<file path="src/rtl/rxdet_pkg.sv">
package rxdet_pkg;
  typedef enum logic [1:0] {
    TERM_HIZ    = 2'b00,
    TERM_PULL2K = 2'b01,
    TERM_R50    = 2'b10
  } term_e;

  typedef struct packed {
    logic start;    // probe begins this edge
    logic sample;   // comparator is captured this edge
    logic probing;  // probe in progress
  } rdStrobe_t;
endpackage

</file>
<file path="src/rtl/rd_ctrl.sv">
module rd_ctrl
  import rxdet_pkg::*;
#(
  parameter int TIMEOUT = 64
) (
  input  logic       clk,
  input  logic       rst_n,
  input  logic       pwrDown,
  input  logic       detEn,
  input  logic       chanRst,
  output rdStrobe_t  strobe
);
  localparam int CW = $clog2(TIMEOUT + 1);
  localparam logic [CW-1:0] LAST = CW'(TIMEOUT - 1);

  logic          prevRst;
  logic          busy;
  logic [CW-1:0] cnt;
  logic          startNow;
  logic          abortNow;
  logic          expireNow;

  assign startNow  = chanRst && !prevRst && detEn && !pwrDown;
  assign abortNow  = pwrDown || !detEn || !chanRst;
  assign expireNow = busy && !abortNow && (cnt == LAST);

  always_ff @(posedge clk or negedge rst_n) begin
    if (!rst_n) begin
      prevRst <= 1'b1;
      busy    <= 1'b0;
      cnt     <= '0;
    end else begin
      prevRst <= chanRst;
      if (startNow) begin
        busy <= 1'b1;
        cnt  <= '0;
      end else if (busy && abortNow) begin
        busy <= 1'b0;
        cnt  <= '0;
      end else if (expireNow) begin
        busy <= 1'b0;
        cnt  <= '0;
      end else if (busy) begin
        cnt <= cnt + 1'b1;
      end
    end
  end

  assign strobe.start   = startNow;
  assign strobe.sample  = expireNow;
  assign strobe.probing = busy;

  a_r4_start_enters_probe: assert property (@(posedge clk) disable iff (!rst_n)
    startNow |=> busy);
  a_r10_abort_ends_probe: assert property (@(posedge clk) disable iff (!rst_n)
    (busy && abortNow) |=> !busy);
  a_r6_count_bounded: assert property (@(posedge clk) disable iff (!rst_n)
    busy |-> (cnt < CW'(TIMEOUT)));
  a_r6_sample_ends_probe: assert property (@(posedge clk) disable iff (!rst_n)
    expireNow |=> !busy);
endmodule

</file>
<file path="src/rtl/rd_path.sv">
module rd_path
  import rxdet_pkg::*;
(
  input  logic       clk,
  input  logic       rst_n,
  input  rdStrobe_t  strobe,
  input  logic       pwrDown,
  input  logic       detEn,
  input  logic       chanRst,
  input  logic       lineLoad,
  input  logic       sigDet,
  output logic [1:0] inTerm,
  output logic [1:0] outTerm,
  output logic       drvEn,
  output logic       loadFound
);
  term_e inSel;
  term_e outSel;

  always_ff @(posedge clk or negedge rst_n) begin
    if (!rst_n)              loadFound <= 1'b0;
    else if (strobe.start)   loadFound <= 1'b0;
    else if (strobe.sample)  loadFound <= lineLoad;
  end

  always_comb begin
    inSel  = TERM_HIZ;
    outSel = TERM_HIZ;
    drvEn  = 1'b0;
    if (pwrDown) begin
      inSel  = TERM_HIZ;
      outSel = TERM_HIZ;
    end else if (!chanRst || strobe.probing) begin
      outSel = TERM_PULL2K;
    end else if (!detEn || loadFound) begin
      inSel = TERM_R50;
      if (sigDet) begin
        outSel = TERM_R50;
        drvEn  = 1'b1;
      end else begin
        outSel = TERM_PULL2K;
      end
    end else begin
      outSel = TERM_PULL2K;
    end
  end

  assign inTerm  = inSel;
  assign outTerm = outSel;

  a_r5_result_holds: assert property (@(posedge clk) disable iff (!rst_n)
    !(strobe.start || strobe.sample) |=> $stable(loadFound));
  a_r4_probe_clears: assert property (@(posedge clk) disable iff (!rst_n)
    strobe.start |=> !loadFound);
  a_r9_drive_needs_signal: assert property (@(posedge clk) disable iff (!rst_n)
    drvEn |-> (sigDet && outTerm == 2'b10 && inTerm == 2'b10));
  a_r4_probe_quiet: assert property (@(posedge clk) disable iff (!rst_n)
    strobe.probing |-> (!drvEn && outTerm != 2'b10));
endmodule

</file>
<file path="src/rtl/rxdet_bank.sv">
module rxdet_bank
  import rxdet_pkg::*;
#(
  parameter int NUM_CH  = 8,
  parameter int TIMEOUT = 64
) (
  input  logic                  clk,
  input  logic                  rst_n,
  input  logic [NUM_CH-1:0]     pwrDown,
  input  logic [NUM_CH-1:0]     detEn,
  input  logic [NUM_CH-1:0]     chanRst,
  input  logic [NUM_CH-1:0]     lineLoad,
  input  logic [NUM_CH-1:0]     sigDet,
  output logic [2*NUM_CH-1:0]   inTerm,
  output logic [2*NUM_CH-1:0]   outTerm,
  output logic [NUM_CH-1:0]     drvEn,
  output logic [NUM_CH-1:0]     loadFound
);
  for (genvar g = 0; g < NUM_CH; g++) begin : g_ch
    rdStrobe_t chStrobe;

    rd_ctrl #(.TIMEOUT(TIMEOUT)) i_ctrl (
      .clk     (clk),
      .rst_n   (rst_n),
      .pwrDown (pwrDown[g]),
      .detEn   (detEn[g]),
      .chanRst (chanRst[g]),
      .strobe  (chStrobe)
    );

    rd_path i_path (
      .clk       (clk),
      .rst_n     (rst_n),
      .strobe    (chStrobe),
      .pwrDown   (pwrDown[g]),
      .detEn     (detEn[g]),
      .chanRst   (chanRst[g]),
      .lineLoad  (lineLoad[g]),
      .sigDet    (sigDet[g]),
      .inTerm    (inTerm[2*g +: 2]),
      .outTerm   (outTerm[2*g +: 2]),
      .drvEn     (drvEn[g]),
      .loadFound (loadFound[g])
    );
  end
endmodule

</file>
<file path="config.mk">
export PLATFORM = sky130hd
export DESIGN_NAME = rxdet_bank
export DESIGN_NICKNAME = d
export VERILOG_FILES = /design/src/rtl/rxdet_pkg.sv /design/src/rtl/rd_ctrl.sv /design/src/rtl/rd_path.sv /design/src/rtl/rxdet_bank.sv
export SDC_FILE = /design/constraint.sdc
export NUM_CORES = 1
export LEC_CHECK = 0
export ABC_AREA = 1
export BUFFER_PORTS_ARGS = -buffer_cell sky130_fd_sc_hd__buf_2
export CAP_MARGIN = 5
export CORE_ASPECT_RATIO = 0.5
export CORE_UTILIZATION = 40
export DETAILED_ROUTE_END_ITERATION = 8
export GPL_ROUTABILITY_DRIVEN = 0
export PLACE_DENSITY_LB_ADDON = 0.25
export SLEW_MARGIN = 20
export SYNTH_ARGS = -nofsm -noshare
export SYNTH_HDL_FRONTEND = slang
export SYNTH_SLANG_ARGS = --single-unit
</file>
<file path="constraint.sdc">
create_clock -name clk -period 2.21 [get_ports clk]
set_clock_uncertainty 0.2 [all_clocks]
set_input_delay 0.1105 -clock clk [delete_from_list [all_inputs] [get_ports clk]]
set_output_delay 0.1105 -clock clk [all_outputs]
set_load 0.1 [all_outputs]
</file>
==> results of run 1 <==
## metal layers
layer  vias up  share of wire  routed length, um  global-route usage
li1       2105              -                  -                   -
met1      1812           0.51               4360               0.197
met2        83           0.45               3910               0.252
met3         5          0.034                290              0.0331
met4         0         0.0051                 44              0.0465
met5         -              0                  0                   0
## state kept, by name, summed over array words and instances (netlist names)
signal,count
g_ch.i_ctrl.cnt,56
g_ch.i_ctrl.prevRst,8
g_ch.i_path.loadFound,8
g_ch.i_ctrl.busy,8
## stage by stage
| stage | area, um2 | hold slack, ps | std cells | worst slack (ps) | util |
|---|---|---|---|---|---|
| 5_1_grt | 5630 | 47.9 | 858 | 24.6 | 0.505 |
| 6_report | 5630 | 16.5 | 858 | 148 | 0.505 |
| 3_5_place_dp | 5040 | -86.4 | 811 | 559 | 0.453 |
| 2_1_floorplan | 4670 | -385 | 615 | 19.9 | - |
| 4_1_cts | 5630 | 5.28 | 858 | 134 | 0.505 |
| 3_3_place_gp | 5040 | -88.6 | 811 | 608 | 0.453 |
## power breakdown
group | internal, uW | switching (uW) | total [uW]
Combinational | 130 | 461 | 591
Clock | 788 | 586 | 1370
Sequential | 1500 | 23.9 | 1520
## layout make-up
| class | count | area [um2] | area share |
|---|---|---|---|
| Multi-Input combinational cell | 414 | 2080 | 0.369 |
| Sequential cell | 80 | 2010 | 0.357 |
| Timing Repair Buffer | 115 | 753 | 0.134 |
| Inverter | 88 | 330 | 0.0587 |
| Clock buffer | 11 | 243 | 0.0431 |
| Tap cell | 145 | 181 | 0.0322 |
| Clock inverter | 5 | 32.5 | 0.00578 |
## kinds of logic (layout without fill, tap and decap cells)
logic type | count (synthesis) | in the layout | share of synthesized area
simple gates | 327 | 327 | 0.323
buf+inv | 121 | 219 | 0.125
flops | 80 | 80 | 0.434
compound gates | 55 | 55 | 0.0655
xor+xnor | 16 | 16 | 0.0302
fa+ha+maj | 8 | 8 | 0.0216
other cells | 1 | 8 | 0.000808
## worst max-delay path, delay by kind of cell, from the launching register on
| family | cells | cell delay [ps] |
|---|---|---|
| adder cells (fa/ha/maj) | 1 | 210 |
| buffers and inverters | 1 | 550 |
| flip-flops | 1 | 400 |
| AND/OR/NAND/NOR | 6 | 650 |
## worst max path at each step
| stage | start | endpoint | slack, ps | depth (start not counted) |
|---|---|---|---|---|
| 6_report | g_ch[1].i_ctrl.cnt[0] | g_ch[1].i_path.loadFound | 150 | 8 |
| 5_1_grt | g_ch[1].i_ctrl.cnt[0] | g_ch[1].i_path.loadFound | 20 | 8 |
| 4_1_cts | g_ch[1].i_ctrl.cnt[0] | g_ch[1].i_path.loadFound | 130 | 8 |
| 3_5_place_dp | g_ch[4].i_ctrl.cnt[0] | g_ch[4].i_ctrl.cnt[2] | 560 | 8 |
| 3_3_place_gp | g_ch[3].i_ctrl.busy | drvEn[3] | 610 | 4 |
| 2_1_floorplan | g_ch[4].i_ctrl.busy | inTerm[9] | 20 | 3 |
## what timing repair did
item,CTS,global route
setup buffers,0,0
hold endpoints to repair,105,0
hold buffers,31,0
resized for setup,0,0
## layout by cell type (no fill, tap or decap), types with 3 or more instances in the layout
| master | count |
|---|---|
| clkbuf_16 | 9 |
| conb_1 | 8 |
| dfrtp_1 | 72 |
| nand2_1 | 140 |
| dlygate4sd3_1 | 31 |
| a21oi_1 | 13 |
| o22ai_1 | 7 |
| xnor2_1 | 5 |
| inv_1 | 88 |
| buf_2 | 80 |
| nor2_1 | 64 |
| dfstp_2 | 8 |
| o21ai_0 | 23 |
| nor3_1 | 5 |
| nand3_1 | 61 |
| nor2_2 | 15 |
| clkinvlp_4 | 3 |
| ha_1 | 8 |
| nor2_4 | 3 |
| o21ai_1 | 6 |
| nand4_1 | 20 |
| o21ai_2 | 4 |
| nand2_4 | 4 |
| buf_4 | 3 |
| xor2_1 | 11 |
| nand2_2 | 10 |
==> reports/metrics.yaml, run 1 <==
wire_per_inst_um: 10.0
irDropWorstVdd_mv: 0.318
drt_iter0_markers: 217
seq_area_frac_synth: 0.434
route.detailed.drc: 0
core_um2: 11100
diodes: 0
max_stage_delay_ps: 550
crit_slowest_cell: "dlygate4sd3_1"
clock-sinks: 80
vias_per_cell: 4.67
numCtsBuffers: 9
path_common_cell: "nand3_1"
reg2reg_from: "g_ch[1].i_ctrl.cnt[0]"
die_h_um: 78.2
synth-main-ff-cell: "dfrtp_1"
io_buffers: 81
required_ps: 2270
htreeDepth: 3
critPathKind: "register to register"
yosysWarnings: 0
drtAntennaViolNets: 0
grt_pass1_vias: 3516
period_share: 0.933
globalRouteTotalUtil: 0.151
path_cells: "ha_1 -> nand3_1 -> nor2_2 -> nand3_1 -> nor2_1 -> nand3_1 -> nand2_1 -> dlygate4sd3_1"
run_status: "finished, final reports clean"
drive_gt1_frac: 0.206
fin_crit_ps: 2060
clock.fmax_mhz: 485
via_count: 4005
netlist.area_leader.share: 0.388
clk_root_buffer_cell: "clkbuf_16"
yosysTopAreaCell: "dfrtp_1"
die_area_um2: 12100
rsz0062_at_grt: "false"
syn_to_final_growth_pct: 21.3
synth.distinct_cells: 28
fillers: 1051
clk_pin_slew_ps: 60
final-hold-violation-count: 0
final_max_slew_viol_count: 0
worstHoldStart: "detEn[2]"
die_w_um: 154
grt_max_degree: 37
firstDrtPassIters: 4
hold_end: "g_ch[2].i_ctrl.busy"
clockBufferDepth: 2
nets: 758
initial_core_util: 0.416
p_total_uw: 3490
clkLatencyLatePin_ps: 330
ff2ff_path_depth: 8
hold_depth: 5
placementRows: 27
drt-total-wl_um: 8610
cts_tree: "built"
end_kind: "register"
p_leak_uw: 0.00293
cp_max_fo: 4
ys_ff_latch: 80
r2r_slack_ps: 150
setup_viol: 0
power_density_nw_per_um2: 620
cp_data_arrival_time_ps: 2120
syn-instance-count: 608
grt_pass1_wl_um: 15000
yosysMostFrequentCell: "nand2_1"
syn_avg_cell_area_um2: 7.63
synth_area_leaders: "dfrtp_1 (39%), nand2_1 (11%), inv_1 (7.1%), nand3_1 (6.6%), nor2_1 (5.3%)"
fin_setup_tns_ps: 0
synth-edff-count: 0
async_flop_share: 1.00
antenna_found_initial: 0
syn-cell-area_um2: 4640
maxCapViolations: 0
start_kind: "register"
r2r-end: "g_ch[1].i_path.loadFound"
io_pins: 90
place_hpwl_um: 6200
synthTopCellsByCount: "nand2_1 (140), inv_1 (88), dfrtp_1 (72)"
hold_class: "input port to register"
gr-total-overflow: 0
Note: power is estimated with default switching activity, not from simulation.
==> run 2: changes to the inputs <==
Settings changed: ABC_AREA 1 to not set, RECOVER_POWER set to 100.
==> reports/metrics.yaml, run 2 <==
async_flop_share: 1.00
tightest_slew_ps: 1210
r2r-end: "g_ch[1].i_path.loadFound"
p_leak_uw: 0.00243
nets: 628
yosysMostFrequentCell: "dfrtp_1"
grt_pass1_vias: 3479
irDropWorstVdd_mv: 0.354
final_max_slew_viol_count: 0
fin_area_um2: 5490
io_pins: 90
globalRouteTotalUtil: 0.165
synth-edff-count: 0
synth-main-ff-cell: "dfrtp_1"
synth_area_leaders: "dfrtp_1 (41%), o21ai_0 (5.4%), buf_4 (5.4%), nand2_1 (4.8%), dfstp_2 (4.7%)"
clock-sinks: 80
seq_area_frac_synth: 0.453
fin_hold_ws_ps: -14.7
setup_viol: 0
synthSimpleGateAreaFrac: 0.257
netlist.area_leader.share: 0.406
drive_gt1_frac: 0.196
run_status: "finished, violations left"
final-hold-violation-count: 1
end_kind: "output pin"
synth_top_family_by_area: "simple AND/OR/NAND/NOR gates"
place_hpwl_um: 6150
synth.distinct_cells: 54
syn-instance-count: 487
die_w_um: 151
hold_class: "input port to register"
gr-total-overflow: 0
vias_per_cell: 5.26
largest_reg_flops: 56
r2r_slack_ps: 70
drt-total-wl_um: 8940
placementRows: 26
required_ps: 1900
clockBufferDepth: 2
drtAntennaViolNets: 0
via_count: 3802
diodes: 0
io_buffers: 81
power_density_nw_per_um2: 673
fin_ws_ps: 35.0
cts_tree: "built"
yosysWarnings: 0
synth-compound-area-share: 0.179
synth.mux.area_fraction: 0.00902
rsz0062_at_grt: "true"
fin_crit_ps: 2170
maxCapViolations: 0
syn-cell-area_um2: 4440
layout_common_cells: "dfrtp_1 (72), nand2_1 (57), o21ai_0 (48)"
dpl_worst_slack_ps: 225
final_util: 0.523
yosysTopAreaCell: "dfrtp_1"
clkLatencyLatePin_ps: 340
cp_max_fo: 5
synthXorXnorAreaFrac: 0.00394
final_cells: 723
largest-register: "g_ch.i_ctrl.cnt"
firstDrtPassIters: 4
synthTopCellsByCount: "dfrtp_1 (72), nand2_1 (57), o21ai_0 (48)"
place_area_um2: 4920
postCtsSetupBuffers: 0
htreeDepth: 3
numCtsBuffers: 9
yosys.area_share.adder: 0.0225
critPathKind: "register to output pin"
ys_ff_latch: 80
initial_core_util: 0.423
die_h_um: 76.5
clk_root_buffer_cell: "clkbuf_16"
grt_pass1_wl_um: 15300
clk_pin_slew_ps: 60
syn_avg_cell_area_um2: 9.12
period_share: 0.984
hold_depth: 3
die_area_um2: 11600
layout_commonest_cell: "dfrtp_1"
relSlewSlack: 0.193
reg2reg_from: "g_ch[1].i_ctrl.cnt[0]"
violations: "hold timing"
ff2ff_path_depth: 6
wire_per_inst_um: 12.4
syn_to_final_growth_pct: 23.7
start_kind: "register"
drt_iter0_markers: 185
hold_end: "g_ch[3].i_ctrl.busy"
antenna_found_initial: 0
clock.fmax_mhz: 460
core_um2: 10500
dp.cells: 680
cp_data_arrival_time_ps: 1860
worstHoldStart: "pwrDown[3]"
route.detailed.drc: 0
grt_max_degree: 59
## run 2: changes by cell type after synthesis, sizes merged, moves of 25 or more
cell,delta
a21oi,+25
nand3,-35
nor2,-62
nand2,-97
inv,-71
## run 2: per-layer routing
metal | up-vias | track usage | part of all wire | wire (um)
met5 | - | 0 | 0 | 0
met4 | 0 | 0.0530 | 0.013 | 116
met1 | 1763 | 0.221 | 0.51 | 4600
met2 | 111 | 0.256 | 0.42 | 3760
met3 | 11 | 0.0491 | 0.052 | 462
li1 | 1917 | - | - | -
## run 2: worst max-delay path by stage
stage | start | to
floorplan | g_ch[1].i_ctrl.busy | drvEn[1]
global placement | g_ch[6].i_ctrl.cnt[0] | g_ch[6].i_ctrl.cnt[3]
detailed placement | g_ch[6].i_ctrl.cnt[0] | g_ch[6].i_ctrl.cnt[3]
CTS | g_ch[3].i_ctrl.busy | outTerm[7]
global route | g_ch[5].i_ctrl.busy | drvEn[5]
finish | g_ch[5].i_ctrl.busy | drvEn[5]
## run 2: cell families (layout without fill, tap and decap cells)
| group | count (synthesis) | after routing |
|---|---|---|
| mux | 4 | 4 |
| buf+inv | 54 | 143 |
| fa+ha+maj | 8 | 8 |
| compound gates | 133 | 133 |
| simple gates | 205 | 205 |
| flops | 80 | 80 |
| other cells | 1 | 8 |
| xor+xnor | 2 | 2 |
## run 2: critical path: stages, from the launching register on
cell	delay (ps)
dfrtp_1	420
a211oi_1	340
nor2b_4	210
and2_1	140
buf_2	420
## run 2: layout make-up
class                           count  area (um2)
Sequential cell                    80        2010
Tap cell                          140         175
Fill cell                         995        5010
Multi-Input combinational cell    360        2210
Clock buffer                       11         243
Timing Repair Buffer              110         712
Inverter                           17        63.8
Clock inverter                      5        80.1
## run 2: through the flow
step | power (uW) | TNS (ps) | hold slack (ps)
2_1_floorplan | 1980 | 0 | -385
3_3_place_gp | 2090 | 0 | -169
3_5_place_dp | 2090 | 0 | -169
4_1_cts | 3770 | -59.1 | 2.29
5_1_grt | 3860 | -659 | -3.67
6_report | 3700 | 0 | -14.7
## run 2: timing repair
item / CTS / global route
endpoints found under the setup margin: 6 / 15
hold endpoints to repair: 97 / 0
hold buffers: 27 / 0
resized for setup: 4 / 13
## run 2: power by group
part / switching [uW] / total, uW / internal, uW
Sequential: 27.7 / 1520 / 1490
Clock: 592 / 1610 / 1020
Combinational: 433 / 568 / 135
Total: 1050 / 3700 / 2650
==> run 3: changes to the inputs <==
==> constraint.sdc (replaced) <==
create_clock -name clk -period 2.21 [get_ports clk]
set_clock_uncertainty 0.2 [all_clocks]
set_input_delay 0.221 -clock clk [delete_from_list [all_inputs] [get_ports clk]]
set_output_delay 0.221 -clock clk [all_outputs]
set_load 0.1 [all_outputs]
==> reports/metrics.yaml, run 3 (synthesis gave the netlist of run 2 again) <==
run_status: "finished, violations left"
violations: "setup timing"
hold_end: "g_ch[1].i_ctrl.busy"
path_buf_inv: 3
place_area_um2: 5090
layout_commonest_cell: "dfrtp_1"
via_count: 3790
cts_tree: "built"
clock-sinks: 80
power_density_nw_per_um2: 688
multi_input_area_um2: 2230
required_ps: 1790
fin_ws_ps: -26.4
io_buffers: 81
fillers: 985
grt_pass1_wl_um: 15500
p_total_uw: 3850
critPathKind: "input port to output pin"
place_hpwl_um: 6510
ff2ff_path_depth: 5
vias_per_cell: 5.30
largest-register: "g_ch.i_ctrl.cnt"
antenna_found_initial: 0
io_pins: 90
wire_per_inst_um: 12.6
hold_class: "input port to register"
crit_slowest_cell: "dlygate4sd3_1"
grt_pass1_vias: 3497
worstHoldStart: "detEn[1]"
irDropWorstVdd_mv: 0.379
path_cells: "dlygate4sd3_1 -> clkbuf_1 -> nor3b_2 -> nor2b_4 -> and2_1 -> buf_12"
r2r_slack_ps: 220
placementRows: 26
critPathTopFamily: "buffers and inverters"
p_leak_uw: 0.00250
htreeDepth: 3
numCtsBuffers: 9
max_stage_delay_ps: 520
die_h_um: 76.5
clk_pin_slew_ps: 60
die_w_um: 151
drt-total-wl_um: 9040
syn_to_final_growth_pct: 25.9
grt_max_degree: 44
globalRouteTotalUtil: 0.166
setup_viol: 2
die_area_um2: 11600
clock.fmax_mhz: 447
start_kind: "input port"
layout_common_cells: "dfrtp_1 (72), nand2_1 (57), buf_2 (49)"
final-hold-violation-count: 0
maxCapViolations: 0
dp.cells: 682
firstDrtPassIters: 4
seq_area_um2: 2010
gr-total-overflow: 0
final_max_slew_viol_count: 0
drtAntennaViolNets: 0
initial_core_util: 0.423
end_kind: "output pin"
fin_crit_ps: 2240
nets: 620
cp_data_arrival_time_ps: 1820
fin_hold_ws_ps: 15.9
cp_max_fo: 5
route.detailed.drc: 0
final_cells: 715
tightest_slew_ps: 1050
clkLatencyLatePin_ps: 340
hold_depth: 3
r2r-end: "g_ch[6].i_ctrl.cnt[5]"
period_share: 1.01
core_um2: 10500
rsz0062_at_grt: "true"
clk_root_buffer_cell: "clkbuf_16"
fin_area_um2: 5590
drt_iter0_markers: 126
clockBufferDepth: 2
relSlewSlack: 0.302
largest_reg_flops: 56
reg2reg_from: "g_ch[6].i_ctrl.cnt[0]"
diodes: 0
drive_gt1_frac: 0.237
[run 3: changes by cell type in the layout (fill, tap and decap cells not counted), moves of 3 or more]
cell	before	now
and2_2	0	4
and2_0	5	2
buf_2	37	49
buf_12	1	10
clkbuf_1	18	7
clkinv_4	0	3
dlygate4sd3_1	27	16
clkbuf_4	6	1
[run 3: cell type report]
| cell class | count | area share |
|---|---|---|
| Tap cell | 140 | 0.0313 |
| Inverter | 17 | 0.0114 |
| Clock inverter | 6 | 0.0208 |
| Sequential cell | 80 | 0.360 |
| Clock buffer | 10 | 0.0427 |
| Multi-Input combinational cell | 360 | 0.398 |
| Timing Repair Buffer | 102 | 0.135 |
[run 3: worst max path at each step]
stage	from	to	slack (ps)	cells after the start
after floorplan	g_ch[1].i_ctrl.busy	drvEn[1]	-130	5
after global placement	g_ch[6].i_ctrl.cnt[0]	g_ch[6].i_ctrl.cnt[5]	280	5
after detailed placement	g_ch[6].i_ctrl.cnt[0]	g_ch[6].i_ctrl.cnt[5]	230	5
after global routing	chanRst[1]	outTerm[3]	-90	6
final	chanRst[1]	outTerm[3]	-30	6
after CTS	chanRst[3]	outTerm[7]	20	6
[run 3: through the flow]
step | util | setup TNS, ps | worst slack, ps
after floorplan | - | -637 | -127
after global placement | 0.484 | 0 | 282
after detailed placement | 0.484 | 0 | 227
after CTS | 0.536 | 0 | 23.4
after global routing | 0.532 | -1210 | -88.0
final | 0.532 | -52.6 | -26.4
[run 3: routing by layer]
| metal | global-route usage | up-vias | part of all wire |
|---|---|---|---|
| met5 | 0 | - | 0 |
| met4 | 0.0540 | 0 | 0.012 |
| met3 | 0.0431 | 9 | 0.035 |
| met2 | 0.269 | 65 | 0.46 |
| met1 | 0.215 | 1818 | 0.49 |
| li1 | - | 1898 | - |
[run 3: worst register-to-register path: cells and delay by family, from the launching register on]
| family | cells | cell delay [ps] |
|---|---|---|
| flip-flops | 1 | 400 |
| multiplexers | 1 | 90 |
| adder cells (fa/ha/maj) | 1 | 230 |
| AND/OR/NAND/NOR | 2 | 780 |
| AO/OA/AOI/OAI | 1 | 170 |
[run 3: power by group]
part	total [uW]	switching [uW]	internal, uW	leakage, uW
clock network	1740	603	1140	0.000173
logic	582	438	145	0.00125
registers	1520	27.9	1490	0.00108
[run 3: timing repair]
item | in CTS | in global routing
pin swaps | 0 | 2
buffers inserted | 0 | 1
hold buffers | 16 | 0
gates resized for setup | 6 | 6
setup endpoints to repair | 16 | 17
hold endpoints to repair | 51 | 0
